### src/rtl/irq_track_pkg.sv
package irq_track_pkg;

  typedef enum logic {
    TRIG_EDGE  = 1'b0,
    TRIG_LEVEL = 1'b1
  } trig_e;

  function automatic bit trig_is_level(input logic t);
    return trig_e'(t) == TRIG_LEVEL;
  endfunction

endpackage

### src/rtl/irq_pin_capture.sv
module irq_pin_capture #(
  parameter int N = 16
) (
  input  logic         clk,
  input  logic         rst,
  input  logic         ctl_enable,
  input  logic [N-1:0] pin_in,
  input  logic [N-1:0] pin_is_level,
  input  logic [N-1:0] pin_masked,
  output logic [N-1:0] ev_set,
  output logic [N-1:0] ev_clr
);
  import irq_track_pkg::*;

  logic [N-1:0] prev_q;

  always_ff @(posedge clk) begin
    if (rst) prev_q <= '0;
    else     prev_q <= pin_in;
  end

  genvar i;
  generate
    for (i = 0; i < N; i++) begin : g_pin
      localparam bit LIVE = (i != 0);
      logic accept;
      logic rise;
      logic fall;
      assign accept = LIVE && ctl_enable && !pin_masked[i];
      assign rise   = pin_in[i] && !prev_q[i];
      assign fall   = !pin_in[i] && prev_q[i];
      assign ev_set[i] = accept && rise;
      assign ev_clr[i] = accept && fall && trig_is_level(pin_is_level[i]);
    end
  endgenerate

endmodule

### src/rtl/irq_prio_pick.sv
module irq_prio_pick #(
  parameter int N  = 16,
  parameter int IW = $clog2(N)
) (
  input  logic [N-1:0]  req,
  output logic          any,
  output logic [IW-1:0] idx
);
  always_comb begin
    any = |req;
    idx = '0;
    for (int i = 0; i < N; i++) begin
      if (req[i]) idx = IW'(i);
    end
  end
endmodule

### src/rtl/irq_eoi_match.sv
module irq_eoi_match #(
  parameter int N  = 16,
  parameter int VW = 8,
  parameter int IW = $clog2(N)
) (
  input  logic [N*VW-1:0] pin_vec,
  input  logic [VW-1:0]   eoi_vec,
  output logic            hit,
  output logic [IW-1:0]   hit_idx
);
  localparam int SEARCH = N - 1;

  always_comb begin
    hit     = 1'b0;
    hit_idx = '0;
    for (int i = SEARCH - 1; i >= 0; i--) begin
      if (pin_vec[i*VW +: VW] == eoi_vec) begin
        hit     = 1'b1;
        hit_idx = IW'(i);
      end
    end
  end
endmodule

### src/rtl/irq_track.sv
module irq_track #(
  parameter int N  = 16,
  parameter int VW = 8,
  parameter int IW = $clog2(N)
) (
  input  logic            clk,
  input  logic            rst,
  input  logic            ctl_enable,
  input  logic [N-1:0]    pin_in,
  input  logic [N-1:0]    pin_is_level,
  input  logic [N-1:0]    pin_masked,
  input  logic [N*VW-1:0] pin_vec,
  input  logic            ack,
  output logic            dlv_valid,
  input  logic            dlv_ready,
  output logic [IW-1:0]   dlv_pin,
  output logic [VW-1:0]   dlv_vec,
  input  logic            eoi_valid,
  input  logic [VW-1:0]   eoi_vec,
  output logic            eoi_miss,
  output logic            irq_present,
  output logic [N-1:0]    pending,
  output logic [N-1:0]    in_service
);
  import irq_track_pkg::*;

  logic [N-1:0]  pend_q, isv_q;
  logic [N-1:0]  ev_set, ev_clr;
  logic          pick_any;
  logic [IW-1:0] pick_idx;
  logic          eoi_hit;
  logic [IW-1:0] eoi_idx;
  logic          dlv_valid_q, eoi_miss_q, present_q;
  logic [IW-1:0] dlv_pin_q;
  logic [VW-1:0] dlv_vec_q;

  logic          slot_free, do_svc, svc_live, eoi_ok;
  logic [N-1:0]  svc_bit, svc_clr, isv_set, eoi_clr;

  irq_pin_capture #(.N(N)) u_cap (
    .clk(clk), .rst(rst), .ctl_enable(ctl_enable), .pin_in(pin_in),
    .pin_is_level(pin_is_level), .pin_masked(pin_masked),
    .ev_set(ev_set), .ev_clr(ev_clr)
  );

  irq_prio_pick #(.N(N), .IW(IW)) u_pick (
    .req(pend_q & ~isv_q), .any(pick_any), .idx(pick_idx)
  );

  irq_eoi_match #(.N(N), .VW(VW), .IW(IW)) u_eoi (
    .pin_vec(pin_vec), .eoi_vec(eoi_vec), .hit(eoi_hit), .hit_idx(eoi_idx)
  );

  always_comb begin
    slot_free = !dlv_valid_q || dlv_ready;
    do_svc    = slot_free && pick_any;
    svc_live  = do_svc && !pin_masked[pick_idx];
    svc_bit   = N'(1) << pick_idx;
    svc_clr   = do_svc ? svc_bit : '0;
    isv_set   = (svc_live && trig_is_level(pin_is_level[pick_idx])) ? svc_bit : '0;
    eoi_ok    = eoi_valid && eoi_hit && isv_q[eoi_idx];
    eoi_clr   = eoi_ok ? (N'(1) << eoi_idx) : '0;
  end

  always_ff @(posedge clk) begin
    if (rst) begin
      pend_q      <= '0;
      isv_q       <= '0;
      dlv_valid_q <= 1'b0;
      dlv_pin_q   <= '0;
      dlv_vec_q   <= '0;
      eoi_miss_q  <= 1'b0;
      present_q   <= 1'b0;
    end else begin
      pend_q     <= ((pend_q & ~svc_clr) & ~ev_clr) | ev_set;
      isv_q      <= (isv_q & ~eoi_clr) | isv_set;
      eoi_miss_q <= eoi_valid && !eoi_ok;
      if (svc_live) begin
        dlv_valid_q <= 1'b1;
        dlv_pin_q   <= pick_idx;
        dlv_vec_q   <= pin_vec[pick_idx*VW +: VW];
      end else if (dlv_ready) begin
        dlv_valid_q <= 1'b0;
      end
      if (|(ev_set | ev_clr)) present_q <= 1'b1;
      else if (ack)           present_q <= 1'b0;
    end
  end

  assign dlv_valid   = dlv_valid_q;
  assign dlv_pin     = dlv_pin_q;
  assign dlv_vec     = dlv_vec_q;
  assign eoi_miss    = eoi_miss_q;
  assign irq_present = present_q;
  assign pending     = pend_q;
  assign in_service  = isv_q;

endmodule

### config.mk
export PLATFORM = sky130hd
export DESIGN_NAME = irq_track
export DESIGN_NICKNAME = d
export VERILOG_FILES = /design/src/rtl/irq_track_pkg.sv /design/src/rtl/irq_pin_capture.sv /design/src/rtl/irq_prio_pick.sv /design/src/rtl/irq_eoi_match.sv /design/src/rtl/irq_track.sv
export SDC_FILE = /design/constraint.sdc
export NUM_CORES = 1
export LEC_CHECK = 0
export ABC_AREA = 1
export ABC_CLOCK_PERIOD_IN_PS = 2900
export BUFFER_PORTS_ARGS = -buffer_cell sky130_fd_sc_hd__buf_2
export CORE_UTILIZATION = 45
export CTS_CLUSTER_SIZE = 24
export DETAILED_ROUTE_END_ITERATION = 8
export GPL_TIMING_DRIVEN = 0
export PLACE_DENSITY = 0.71
export SYNTH_ARGS = -nofsm -noshare
export SYNTH_HDL_FRONTEND = slang
export SYNTH_SLANG_ARGS = --single-unit
### constraint.sdc
create_clock -name clk -period 2.9 [get_ports clk]
set_clock_uncertainty 0.1 [all_clocks]
set_input_delay 0.435 -clock clk [delete_from_list [all_inputs] [get_ports clk]]
set_output_delay 0.435 -clock clk [all_outputs]
set_load 0.02 [all_outputs]
==> results.sh, run 1 <==
export IMPL_outcome="complete, but fails checks"
export IMPL_violations="negative setup slack"
export IMPL_synth_area_per_cell_um2=6.32
export IMPL_route_met3_wl_mm=2.48
export IMPL_period_share_pct=101
export IMPL_drive_gt1_share_pct=35.6
export IMPL_place_inst=1415
export IMPL_antenna_left=0
export IMPL_overflow=0
export IMPL_cts_root_buffer="clkbuf_16"
export IMPL_yosysMostFrequentCell="nand2_1"
export IMPL_end_kind="flop"
export IMPL_setup_viol=3
export IMPL_drt_met1_wl_mm=11.6
export IMPL_top_layer="met4"
export IMPL_r2r_slack_ns=-0.02
export IMPL_path_max_fanout=9
export IMPL_yosysTopAreaCell="dfxtp_1"
export IMPL_die_h_um=121
export IMPL_drc=0
export IMPL_setup_ws_ns=-0.0242
export IMPL_rsz0062_at_grt="true"
export IMPL_clock_path_buffers=2
export IMPL_p_int_w=0.00269
export IMPL_maxCapViolCount=0
export IMPL_switchingPower_w=0.00221
export IMPL_ys_seq_area_share_pct=19.5
export IMPL_seqPwrFrac_pct=21.7
export IMPL_critPathKind="flop to flop"
export IMPL_clkPwrFrac_pct=21.7
export IMPL_first_pass_iters=5
export IMPL_ys_flop_type="dfxtp_1"
export IMPL_irDropWorstVdd_v=0.000414
export IMPL_layout_nets=1472
export IMPL_grt_pass1_wl_mm=39.0
export IMPL_critPathLaunchType="flop"
export IMPL_ys_top_cells_by_area="dfxtp_1 (19%), nand2_1 (14%), xnor2_1 (8.5%)"
export IMPL_pwr_share_comb_pct=56.6
export IMPL_switching_share_pct=45.1
export IMPL_wire_per_inst_um=18.3
export IMPL_grt_use_total_pct=34.4
export IMPL_syn_to_final_growth_pct=39.7
export IMPL_yosys_top_cells_count="nand2_1 (243), nor2_1 (117), inv_1 (82), nand3_1 (65)"
export IMPL_clock_latency_ns=0.33
export IMPL_holdWs_ns=0.228
export IMPL_critPathArrivalTime_ns=3.08
export IMPL_async_flop_share_pct=0
export IMPL_cp_required_ns=3.05
export IMPL_via_count=8433
export IMPL_cts_hold_buf=0
export IMPL_initial_core_util_pct=46.1
export IMPL_ios=237
export IMPL_cts_made_buffers=9
export IMPL_synthCells=1008
export IMPL_route_met2_wl_mm=12.0
export IMPL_syn_nets=1198
export IMPL_max_slew_margin_rel_pct=50.8
export IMPL_reg2reg_depth=26
export IMPL_dieArea_um2=14600
export IMPL_port_buffers=227
export IMPL_core_area_um2=13800
export IMPL_r2r_start="pending[2]$_SDFF_PP0_"
export IMPL_min_from="pin_in[8]"
export IMPL_worst_pin_slew_ns=0.737
export IMPL_cts_htree_levels=3
export IMPL_post_route_util_pct=64.3
export IMPL_r2r_end="in_service[13]$_SDFF_PP0_"
export IMPL_ys_types=61
export IMPL_wl_mm=26.9
export IMPL_syn_area_um2=6370
export IMPL_hold_violations=0
export IMPL_die_w_um=121
export IMPL_first_global_vias=7464
export IMPL_final_max_slew_viol_count=0
export IMPL_nFillCells=1278
export IMPL_yosysTopAreaCellShare_pct=19.5
export IMPL_hold_path_end="u_cap.prev_q[8]$_SDFF_PP0_"
export IMPL_p_leak_nw=4.07
export IMPL_row_count=43
export IMPL_gp_congestion=0.973
export IMPL_final_cell_count_no_fill=1469
export IMPL_clk_pin_slew_worst_paths_ns=0.06
export IMPL_fin_crit_ns=2.92
export IMPL_dp_hpwl_mm=20.3
export IMPL_fmax_ghz=0.342
export IMPL_antenna_found_initial=2
export IMPL_ys_seq_elements=62
export IMPL_cts_tree="done"
export IMPL_cts_sinks=62
export IMPL_grt_max_degree=12
export IMPL_power_density_nw_per_um2=550
export IMPL_hp_class="input port to flop"
export IMPL_hold_depth=3
export IMPL_first_iter_violations=1045
export IMPL_yosysWarnings=0
export IMPL_synth_edf_count=0
export IMPL_routed_via_density=5.74
==> power by group through the flow <==
stage                     clock (W)  sequential [W]  combinational, W
final                       0.00106         0.00106           0.00277
after global routing        0.00109         0.00107           0.00293
after CTS                   0.00105         0.00105           0.00215
after detailed placement          0         0.00106           0.00207
after global placement            0         0.00106           0.00205
after floorplan                   0         0.00115           0.00123
==> through the flow <==
stage | power (W) | setup slack [ns] | TNS, ns | cell area, um2
final | 0.00489 | -0.0242 | -0.0414 | 8900
after global routing | 0.00509 | -0.222 | -5.27 | 8900
after CTS | 0.00424 | 0.00594 | 0 | 8110
after detailed placement | 0.00313 | -0.398 | -7.44 | 7730
after global placement | 0.00311 | -0.386 | -6.73 | 7730
after floorplan | 0.00239 | 0.295 | 0 | 6370
==> layout make-up <==
class                      count  area [um2]  share of cell area [%]
timing repair buffer         262        1450                    16.3
sequential                    62        1260                    14.1
clock buffer                  10         229                    2.57
inverter                      95         397                    4.46
tap                          180         225                    2.53
buffer                        52         425                    4.78
antenna                        2        5.00                  0.0563
clock inverter                 6        62.6                   0.703
multi-input combinational    800        4850                    54.5
==> worst max-delay path, stage by stage (launching register included) <==
cell and delay [ns]:
dfxtp_2 0.33, inv_2 0.05, nor2_2 0.10, o22ai_2 0.08, nand2_1 0.08, nand2_1 0.05, nand2_1 0.07, nand2_1 0.05
nand2_1 0.05, nand2_1 0.04, nand2_1 0.05, nand2_1 0.06, nand2_1 0.09, nand2_2 0.07, nand2_4 0.16, nand2_4 0.09
nand2_8 0.12, inv_8 0.06, nand2_2 0.06, nand2_2 0.06, a211oi_4 0.26, nor2_4 0.08, nor2_4 0.11, buf_12 0.15
buf_6 0.13, nand3_1 0.12, a21oi_1 0.15
==> cells in the final DEF, fill, tap and decap left out, types with 5 or more instances in the layout <==
cell type	n
nand2_1	232
buf_2	231
nor2_1	107
inv_1	78
xnor2_1	60
nand3_1	55
dfxtp_1	55
nand4_1	43
buf_4	28
a22oi_1	27
nor4_1	24
xor2_1	24
buf_6	23
nor3_1	18
a21oi_1	17
a21oi_2	15
nand2_2	15
o21ai_1	14
o21ai_0	13
a31oi_1	13
clkbuf_1	12
o2111ai_1	10
nand3_2	10
clkbuf_16	10
nor2_2	9
a22oi_2	8
or2_0	8
nand3_4	7
o21ai_2	7
clkbuf_4	7
inv_2	6
clkbuf_2	6
nor3_2	6
o21ai_4	5
inv_4	5
nand2_4	5
nor2_4	5
buf_8	5
==> kinds of logic (layout without fill, tap and decap cells) <==
group / after synthesis / count (layout) / synth area share, %
other: 0 / 2 / 0
and+or+nand+nor: 566 / 567 / 41.4
xor gates and xnor gates: 87 / 87 / 12.1
DFF: 62 / 62 / 19.5
AOI/OAI and AO/OA: 146 / 146 / 15.8
buffers and inverters: 147 / 425 / 11.2
==> metal layers <==
| metal | vias to the layer above | GRT usage (%) |
|---|---|---|
| li1 | 3944 | - |
| met1 | 3861 | 48.8 |
| met2 | 545 | 53.1 |
| met3 | 83 | 4.70 |
| met4 | 0 | 11.8 |
| met5 | - | 0 |
==> worst max-delay path by stage <==
stage | from | slack, ns | end
global route | pending[2]$_SDFF_PP0_ | -0.22 | in_service[9]$_SDFF_PP0_
detailed placement | eoi_vec[0] | -0.40 | in_service[3]$_SDFF_PP0_
finish | pending[2]$_SDFF_PP0_ | -0.02 | in_service[13]$_SDFF_PP0_
global placement | eoi_vec[0] | -0.39 | in_service[3]$_SDFF_PP0_
CTS | eoi_vec[0] | 0.006 | in_service[6]$_SDFF_PP0_
floorplan | eoi_vec[3] | 0.30 | in_service[2]$_SDFF_PP0_
==> repair_timing <==
action	4_1_cts	5_1_grt
gates resized for setup	21	155
setup endpoints to repair	36	35
pin swaps	2	49
hold endpoints to repair	0	0
setup buffers	4	26
cloned	0	6
==> sequential cells by signal, summed over array words and instances (netlist names) <==
signal	cells
irq_present	1
in_service	16
dlv_vec	8
dlv_valid	1
u_cap.prev_q	15
dlv_pin	4
pending	16
eoi_miss	1
(Power assumes the default switching activity.)
==> run 2: changes to the inputs <==
TNS_END_PERCENT = 10   (was default)
==> run 2 against run 1 <==
  * The flow now finishes without violations
  * Utilization is 0.63 points lower
  * Wire length fell by 1.7%
  * Critical path depth down 12
  * Non-clock buffer count is 1 lower
  * Worst hold slack worse by 0.0028 ns
  * First-iteration DRC count is 7.3% lower
  * Power down 2.2%
  * Cell count about the same
  * Flip-flop and latch count stayed put
  * Global-route usage did not move
  * Design area decreased by 0.98%
==> results.sh, run 2 (synthesis results as in run 1) <==
export IMPL_design_area_um2=8810
export IMPL_wire_per_inst_um=18.0
export IMPL_place_area_um2=7730
export IMPL_reg2reg_depth=14
export IMPL_hold_path_end="u_cap.prev_q[8]$_SDFF_PP0_"
export IMPL_final_common_cell="nand2_1"
export IMPL_cts_sinks=62
export IMPL_finalPower_w=0.00478
export IMPL_row_count=43
export IMPL_first_pass_iters=5
export IMPL_gp_congestion=0.973
export IMPL_dp_hpwl_mm=20.3
export IMPL_cp_slowest_cell="a31oi_4"
export IMPL_grt_use_total_pct=34.4
export IMPL_min_from="pin_in[8]"
export IMPL_r2r_slack_ns=0.002
export IMPL_hold_violations=0
export IMPL_grt_max_degree=12
export IMPL_cts_tree="done"
export IMPL_drc=0
export IMPL_antenna_found_initial=2
export IMPL_path_cells="inv_1 > nor2_1 > inv_1 > nand2_1 > nor2_2 > nand2_1 > clkinv_2 > a31oi_4 > nand2_2 > nor2_4 > buf_12 > buf_6 > nand3_1 > a21oi_1"
export IMPL_clock_latency_ns=0.33
export IMPL_wl_mm=26.5
export IMPL_critPathArrivalTime_ns=3.05
export IMPL_outcome="finished clean"
export IMPL_path_max_fanout=9
export IMPL_fin_setup_tns_ns=0
export IMPL_final_max_slew_viol_count=0
export IMPL_overflow=0
export IMPL_routed_via_density=5.70
export IMPL_cts_hold_buf=0
export IMPL_r2r_end="in_service[13]$_SDFF_PP0_"
export IMPL_end_kind="flop"
export IMPL_clk_pin_slew_worst_paths_ns=0.06
export IMPL_setup_viol=0
export IMPL_initial_core_util_pct=46.1
export IMPL_period_share_pct=99.9
export IMPL_fmax_ghz=0.345
export IMPL_critPathLaunchType="flop"
export IMPL_die_w_um=121
export IMPL_fin_crit_ns=2.90
export IMPL_post_route_util_pct=63.7
export IMPL_port_buffers=227
export IMPL_holdWs_ns=0.226
export IMPL_final_cell_mix="nand2_1 (234), buf_2 (231), nor2_1 (108)"
export IMPL_ios=237
export IMPL_cts_made_buffers=9
export IMPL_core_area_um2=13800
export IMPL_syn_to_final_growth_pct=38.4
export IMPL_r2r_start="pending[15]$_SDFF_PP0_"
export IMPL_clock_path_buffers=2
export IMPL_critPathKind="flop to flop"
export IMPL_irDropWorstVdd_v=0.000383
export IMPL_rsz0062_at_grt="true"
export IMPL_power_density_nw_per_um2=543
export IMPL_grt_pass1_wl_mm=39.0
export IMPL_first_global_vias=7464
export IMPL_cp_required_ns=3.05
export IMPL_worst_pin_slew_ns=0.757
export IMPL_hp_class="input port to flop"
export IMPL_dieArea_um2=14600
export IMPL_max_slew_margin_rel_pct=49.5
export IMPL_die_h_um=121
export IMPL_cts_root_buffer="clkbuf_16"
export IMPL_p_leak_nw=4.05
export IMPL_maxCapViolCount=0
export IMPL_first_iter_violations=969
export IMPL_hold_depth=3
export IMPL_antenna_left=0
export IMPL_drive_gt1_share_pct=35.1
export IMPL_cts_htree_levels=3
export IMPL_layout_nets=1471
export IMPL_via_count=8366
export IMPL_cp_slowest_stage_delay_ns=0.37
==> run 2: changes by cell type in the layout (fill, tap and decap cells not counted), sizes merged <==
| cell | change |
|---|---|
| clkbuf | -1 |
==> run 2: cell type report <==
| class | instances | area, um2 |
|---|---|---|
| clock inverters | 6 | 62.6 |
| flip-flops and latches | 62 | 1260 |
| well taps | 180 | 225 |
| multi-input cells | 800 | 4790 |
| inverters | 95 | 397 |
| clock buffers | 10 | 229 |
| plain buffers | 52 | 422 |
| diodes | 2 | 5.00 |
| repair buffers | 261 | 1420 |
| fillers | 1295 | 5020 |
==> run 2: per-layer routing <==
metal / vias up / part of all wire [%] / track usage, %
met5: - / 0 / 0
met4: 0 / 2.7 / 11.8
met3: 76 / 9.5 / 4.70
met2: 525 / 44 / 53.1
met1: 3821 / 43 / 48.8
li1: 3944 / - / -
==> run 2: worst max-delay path: cells and delay by family (launching register included) <==
family          cells  cell delay, ns
compound gates      2            0.51
simple gates        7            1.06
buf+inv             5            0.80
flops               1            0.34
==> run 2: worst max-delay path by stage <==
stage / endpoint / cells after the start / from / slack (ns)
2_1_floorplan: in_service[2]$_SDFF_PP0_ / 17 / eoi_vec[3] / 0.30
3_3_place_gp: in_service[3]$_SDFF_PP0_ / 18 / eoi_vec[0] / -0.39
3_5_place_dp: in_service[3]$_SDFF_PP0_ / 18 / eoi_vec[0] / -0.40
4_1_cts: in_service[6]$_SDFF_PP0_ / 18 / eoi_vec[0] / 0.006
5_1_grt: in_service[6]$_SDFF_PP0_ / 26 / pending[2]$_SDFF_PP0_ / -0.20
6_report: in_service[13]$_SDFF_PP0_ / 14 / pending[15]$_SDFF_PP0_ / 0.002
==> run 2: stage by stage <==
step | cells | setup slack [ns]
2_1_floorplan | 1008 | 0.295
3_3_place_gp | 1415 | -0.386
3_5_place_dp | 1415 | -0.398
4_1_cts | 1435 | 0.00594
5_1_grt | 1468 | -0.200
6_report | 1468 | 0.00157
==> run 2: where the power goes <==
group | switching [W] | total, W | internal (W)
sequential | 0.0000969 | 0.00106 | 0.000963
combinational | 0.00165 | 0.00267 | 0.00101
clock | 0.000395 | 0.00106 | 0.000661
total | 0.00214 | 0.00478 | 0.00264
==> run 2: what timing repair did <==
| item | CTS | global route |
|---|---|---|
| resized for setup | 21 | 140 |
| endpoints found under the setup margin | 36 | 35 |
| pin swaps | 2 | 44 |
| setup buffers | 4 | 26 |
| cloned | 0 | 5 |
